==> config.mk <==
export PLATFORM = sky130hd
export DESIGN_NAME = uart_regblock
export DESIGN_NICKNAME = d
export VERILOG_FILES = /design/src/rtl/uartr_pkg.sv /design/src/rtl/uartr_decode.sv /design/src/rtl/uartr_rxbuf.sv /design/src/rtl/uart_regblock.sv
export SDC_FILE = /design/constraint.sdc
export NUM_CORES = 1
export LEC_CHECK = 0
export BUFFER_PORTS_ARGS = -buffer_cell sky130_fd_sc_hd__buf_4
export CAP_MARGIN = 40
export CORE_MARGIN = 1
export CORE_UTILIZATION = 40
export DETAILED_ROUTE_END_ITERATION = 6
export GPL_TIMING_DRIVEN = 1
export HOLD_SLACK_MARGIN = 0.15
export PLACE_DENSITY = 0.68
export SKIP_CTS_REPAIR_TIMING = 1
export SYNTH_ARGS = -nofsm -noshare
export SYNTH_HDL_FRONTEND = slang
export SYNTH_SLANG_ARGS = --single-unit
==> constraint.sdc <==
create_clock -name clk -period 2.7 [get_ports clk]
set_input_delay 0.27 -clock clk [delete_from_list [all_inputs] [get_ports clk]]
set_output_delay 0.27 -clock clk [all_outputs]
set_load 0.02 [all_outputs]
==> src/rtl/uartr_pkg.sv <==
package uartr_pkg;

    typedef enum logic [1:0] {
        IDX_RXD  = 2'd0,
        IDX_TXD  = 2'd1,
        IDX_STAT = 2'd2,
        IDX_CTRL = 2'd3
    } reg_idx_e;

    localparam int NUM_REGS   = 4;

    localparam int ST_RXVLD   = 0;
    localparam int ST_RXFULL  = 1;
    localparam int ST_TXEMPTY = 2;
    localparam int ST_TXFULL  = 3;
    localparam int ST_PEND    = 4;

    localparam int CT_TXCLR   = 0;
    localparam int CT_RXCLR   = 1;
    localparam int CT_IEN     = 4;

    typedef struct packed {
        logic [7:0] ctrl;
        logic [7:0] txd;
        logic       pend;
        logic       tx_vld;
        logic       rsp_vld;
        logic [7:0] rsp;
    } regs_t;

    localparam regs_t REGS_RST = '0;

endpackage

==> src/rtl/uartr_decode.sv <==
module uartr_decode #(
    parameter int ADDR_W = 5
) (
    input  logic [ADDR_W-1:0]            addr,
    output logic [uartr_pkg::NUM_REGS-1:0] sel
);
    localparam int IW = ADDR_W - 2;

    logic [IW-1:0] idx;
    logic          in_map;
    logic          unused_low;

    assign idx        = addr[ADDR_W-1:2];
    assign unused_low = ^addr[1:0];
    assign in_map     = ((idx >> 2) == '0);

    for (genvar k = 0; k < uartr_pkg::NUM_REGS; k++) begin : g_sel
        assign sel[k] = in_map && (idx[1:0] == 2'(k));
    end
endmodule

==> src/rtl/uartr_rxbuf.sv <==
module uartr_rxbuf #(
    parameter int DEPTH = 8
) (
    input  logic                       clk,
    input  logic                       rst_n,
    input  logic                       push,
    input  logic [7:0]                 push_data,
    input  logic                       pop,
    input  logic                       flush,
    output logic [7:0]                 head,
    output logic [$clog2(DEPTH+1)-1:0] count,
    output logic [$clog2(DEPTH+1)-1:0] count_next,
    output logic                       full
);
    localparam int PW = $clog2(DEPTH);
    localparam int CW = $clog2(DEPTH+1);

    logic [7:0]    mem [DEPTH];
    logic [PW-1:0] wr_d, wr_q, rd_d, rd_q;
    logic [CW-1:0] cnt_d, cnt_q;
    logic          push_ok, pop_ok;

    function automatic logic [PW-1:0] wrap_inc(input logic [PW-1:0] p);
        return (p == PW'(DEPTH-1)) ? '0 : p + 1'b1;
    endfunction

    always_comb begin
        push_ok = push && !flush && (cnt_q < CW'(DEPTH));
        pop_ok  = pop && !flush && (cnt_q != '0);
        wr_d    = wr_q;
        rd_d    = rd_q;
        cnt_d   = cnt_q;
        if (flush) begin
            wr_d  = '0;
            rd_d  = '0;
            cnt_d = '0;
        end else begin
            if (push_ok) wr_d = wrap_inc(wr_q);
            if (pop_ok)  rd_d = wrap_inc(rd_q);
            cnt_d = cnt_q + CW'(push_ok) - CW'(pop_ok);
        end
    end

    always_ff @(posedge clk or negedge rst_n) begin
        if (!rst_n) begin
            wr_q  <= '0;
            rd_q  <= '0;
            cnt_q <= '0;
        end else begin
            wr_q  <= wr_d;
            rd_q  <= rd_d;
            cnt_q <= cnt_d;
        end
    end

    always_ff @(posedge clk) begin
        if (push_ok) mem[wr_q] <= push_data;
    end

    assign head       = mem[rd_q];
    assign count      = cnt_q;
    assign count_next = cnt_d;
    assign full       = (cnt_q == CW'(DEPTH));
endmodule

==> src/rtl/uart_regblock.sv <==
module uart_regblock
    import uartr_pkg::*;
#(
    parameter int ADDR_W = 5,
    parameter int DATA_W = 32,
    parameter int DEPTH  = 8
) (
    input  logic              clk,
    input  logic              rst_n,
    input  logic              req_valid,
    input  logic              req_write,
    input  logic [ADDR_W-1:0] req_addr,
    input  logic [DATA_W-1:0] req_wdata,
    output logic              rsp_valid,
    output logic [DATA_W-1:0] rsp_rdata,
    input  logic              rx_valid,
    input  logic [7:0]        rx_data,
    output logic              rx_ready,
    output logic              tx_valid,
    output logic [7:0]        tx_data,
    output logic              irq
);
    localparam int CW = $clog2(DEPTH+1);

    regs_t            st_d, st_q;
    logic [NUM_REGS-1:0] sel;
    logic             rd, wr, pop, flush;
    logic [7:0]       head, stat_byte, wbyte, rd_val;
    logic [CW-1:0]    rx_count, rx_count_nx;
    logic             rx_full;
    logic             pend_flag, ctrl_ien;
    logic             unused_hi;

    assign unused_hi = ^req_wdata[DATA_W-1:8];
    assign wbyte     = req_wdata[7:0];
    assign rd        = req_valid && !req_write;
    assign wr        = req_valid && req_write;
    assign pop       = rd && sel[IDX_RXD];
    assign flush     = wr && sel[IDX_CTRL] && wbyte[CT_RXCLR];

    uartr_decode #(.ADDR_W(ADDR_W)) u_dec (
        .addr (req_addr),
        .sel  (sel)
    );

    uartr_rxbuf #(.DEPTH(DEPTH)) u_rxb (
        .clk        (clk),
        .rst_n      (rst_n),
        .push       (rx_valid),
        .push_data  (rx_data),
        .pop        (pop),
        .flush      (flush),
        .head       (head),
        .count      (rx_count),
        .count_next (rx_count_nx),
        .full       (rx_full)
    );

    always_comb begin
        stat_byte              = '0;
        stat_byte[ST_RXVLD]    = (rx_count != '0);
        stat_byte[ST_RXFULL]   = rx_full;
        stat_byte[ST_TXEMPTY]  = 1'b1;
        stat_byte[ST_TXFULL]   = 1'b0;
        stat_byte[ST_PEND]     = st_q.pend;

        rd_val = '0;
        if (sel[IDX_RXD])  rd_val = head;
        if (sel[IDX_TXD])  rd_val = st_q.txd;
        if (sel[IDX_STAT]) rd_val = stat_byte;
        if (sel[IDX_CTRL]) rd_val = st_q.ctrl;

        st_d         = st_q;
        st_d.tx_vld  = 1'b0;
        st_d.rsp_vld = rd;
        if (rd) st_d.rsp = rd_val;

        if (wr && sel[IDX_TXD]) begin
            st_d.txd    = wbyte;
            st_d.tx_vld = 1'b1;
        end
        if (wr && sel[IDX_CTRL]) st_d.ctrl = wbyte;

        if (rd && sel[IDX_STAT]) st_d.pend = 1'b0;
        if ((wr && sel[IDX_TXD]) || (rx_count_nx != '0)) st_d.pend = 1'b1;
    end

    always_ff @(posedge clk or negedge rst_n) begin
        if (!rst_n) st_q <= REGS_RST;
        else        st_q <= st_d;
    end

    assign pend_flag = st_q.pend;
    assign ctrl_ien  = st_q.ctrl[CT_IEN];
    assign irq       = pend_flag && ctrl_ien;
    assign rx_ready  = !rx_full;
    assign tx_valid  = st_q.tx_vld;
    assign tx_data   = st_q.txd;
    assign rsp_valid = st_q.rsp_vld;
    assign rsp_rdata = {{(DATA_W-8){1'b0}}, st_q.rsp};
endmodule

==> results.toml <==
[run_status]
status = "finished clean"

[finish]
layout.nets = 423
seqCellArea_sq_um = 2850
drive_gt1_share_pct = 30.2
multi_input_area_sq_um = 1500
diodes = 0
area.growth.synth_to_final_pct = 14.2
fillers = 977

[min_path]
hp-class = "input pin to flip-flop"
holdPathStages = 1
hp-start = "rx_data[7]"
holdPathEnd = "u_rxb.mem[5][7]$_DFFE_PP_"

[critical_path]
crit_family = "adder cells"
critPathMostFrequentCell = "ha_1"
critical-path-slowest-cell = "fa_1"
r2r_slack_ns = 0.17
start_kind = "flip-flop"
reg2reg_depth = 13
max_stage_delay_ns = 0.41
rr_startpoint = "u_rxb.count[3]$_DFF_PN0_"
path_max_fanout = 3
crit_path_end_kind = "flip-flop"
worst-path-buf-inv = 3
cp.arrival_ns = 2.76
r2r-end = "pend_flag$_DFFE_PN0P_"
crit_type = "flip-flop to flip-flop"
worstPathRequired_ns = 2.93
cp_cell_sequence = "inv_1 -> ha_1 -> nor3b_2 -> buf_4 -> nor3b_4 -> ha_1 -> inv_1 -> ha_1 -> fa_1 -> xnor2_2 -> a22oi_1 -> a21oi_1 -> o211ai_1"

[logic_synthesis]
netlist_instances = 319
seq_area_frac_synth_pct = 61.0
synth.avg_cell_area_sq_um = 14.6
synth_ff_type = "edfxtp_1"
async_reset_ff_share_pct = 36.6
syn_area_sq_um = 4670
synth_cell_types = 48
synth_edf_count = 64
ys_top_cells_by_area = "edfxtp_1 41%, dfrtp_1 20%, buf_4 6.9%, mux4_2 5.8%, mux2_2 3.6%"
synth.largest_area_cell = "edfxtp_1"
ys_ff_latch = 101
synth.top_cell.area_share_pct = 41.2
ys_warn_count = 0

[power]
p_leak_nw = 2.13
irDropWorstVdd_mv = 0.502
power.density_nw_per_um2 = 861

[sta]
slew_violations = 0
worstMarginPinSlew_ns = 0.605
setup_viol = 0
hold_viol_final = 0
max-slew-margin-rel_pct = 59.7
holdWs_ns = 0.156
rsz0062_at_grt = "no"
fin_crit_sh_pct = 93.7
tns_ns = 0
clock_skew_ns = 0.00735
max_freq_mhz = 395
min_period_ns = 2.53

[clock_tree]
cts_buffer_depth = 2
clk_latency_ns = 0.34
cts_sinks = 101
htree_levels = 3
cts_buffers = 9
path_clk_slew_ns = 0.07
cts_tree = "yes"
cts_root_buffer = "clkbuf_16"

[die]
io_pins = 94
core_sq_um = 11400
die_w_microns = 110
rows = 39
start_util_pct = 41.0
dieArea_sq_um = 12100
die-height_microns = 110

[drt]
drtAntennaViolNets = 0
drt-pass1-iter-count = 4
drc = 0
routed_wl_microns = 8590
vias_per_cell = 5.02
wl_per_cell_microns = 16.8
drt-initial-drc-count = 91
routed-via-count = 2560

[global_route]
grt_first_pass_wirelength_microns = 13400
antenna_found_initial = 0
overflow = 0
grt_max_degree = 38
grt_usage_pct = 15.3
first_global_vias = 2540

[flow_run]
drv_cap = 0

[place]
portBuffers = 43
routabilityCongestion = 0.747
dp_hpwl_microns = 5960
-- cell usage in the layout, fill, tap and decap left out, drive strengths merged, types with 13 or more instances in the layout --
master,Yosys,routed
mux4,16,16
mux2i,13,13
nand2,18,18
conb,1,24
inv,12,16
mux2,15,15
nor2,18,18
buf,49,59
dfrtp,37,37
edfxtp,64,64
-- layer usage --
| layer | wire length (microns) | part of all wire (%) | GRT usage, % | up-vias |
|---|---|---|---|---|
| li1 | - | - | - | 1196 |
| met3 | 419 | 4.9 | 4.12 | 13 |
| met1 | 3820 | 45 | 19.8 | 1273 |
| met5 | 0 | 0 | 0 | - |
| met2 | 4230 | 49 | 25.4 | 78 |
| met4 | 112 | 1.3 | 4.29 | 0 |
-- power by group --
part | switching [W] | leakage [nW] | internal, W
Sequential | 0.000189 | 1.04 | 0.00189
Combinational | 0.000638 | 0.957 | 0.000623
Clock | 0.000605 | 0.138 | 0.000647
-- cells in the mapped netlist, types with 4 or more instances --
| master | n |
|---|---|
| a21oi_1 | 8 |
| o21ai_0 | 9 |
| buf_2 | 4 |
| nand2_1 | 18 |
| edfxtp_1 | 64 |
| buf_4 | 43 |
| inv_1 | 12 |
| nand2b_1 | 5 |
| nor2_1 | 18 |
| mux2_2 | 15 |
| ha_1 | 10 |
| mux4_1 | 4 |
| o221ai_1 | 4 |
| mux4_2 | 12 |
| dfrtp_1 | 37 |
| mux2i_1 | 13 |
-- sequential cells by signal (all words and copies together), names as in the netlist --
register	count
ctrl_ien	1
pend_flag	1
rsp_rdata	8
rsp_valid	1
st_q	7
tx_data	8
tx_valid	1
u_rxb.count	4
u_rxb.mem	64
u_rxb.rd_q	3
u_rxb.wr_q	3
-- cell families after synthesis --
logic type	Yosys count	synth area share [%]
buffers and inverters	64	9.04
adders and majority gates	11	3.11
AOI/OAI and AO/OA	34	4.77
muxes	44	14.5
and+or+nand+nor	62	7.13
xor gates and xnor gates	2	0.376
other	1	0.0804
DFF	101	61.0
-- worst max path at each step --
stage,start,slack [ns],depth (start not counted),end
floorplan,u_rxb.count[2]$_DFF_PN0_,0.30,12,pend_flag$_DFFE_PN0P_
global placement,u_rxb.count[3]$_DFF_PN0_,0.10,13,pend_flag$_DFFE_PN0P_
detailed placement,u_rxb.count[3]$_DFF_PN0_,0.05,13,pend_flag$_DFFE_PN0P_
CTS,u_rxb.count[3]$_DFF_PN0_,0.03,13,pend_flag$_DFFE_PN0P_
global route,u_rxb.count[3]$_DFF_PN0_,0.01,13,pend_flag$_DFFE_PN0P_
finish,u_rxb.count[3]$_DFF_PN0_,0.17,13,pend_flag$_DFFE_PN0P_
-- final cells by class --
class	instances	share of cell area (%)
Clock inverter	7	1.24
Timing Repair Buffer	61	8.69
Clock buffer	9	4.23
Sequential cell	101	53.5
Tap cell	143	3.36
Multi-Input combinational cell	177	28.2
Inverter	12	0.845
-- through the flow --
stage          area (sq um)  utilization, %  total power, W  std cells  setup slack (ns)
2_1_floorplan          4750               -         0.00303        342             0.299
3_3_place_gp           5000            44.0         0.00329        492             0.104
5_1_grt                5330            46.9         0.00483        510            0.0133
6_report               5330            46.9         0.00459        510             0.169
4_1_cts                5290            46.5         0.00461        508            0.0317
3_5_place_dp           5000            44.0         0.00335        492            0.0517
Note: power is estimated with default switching activity, not from simulation.
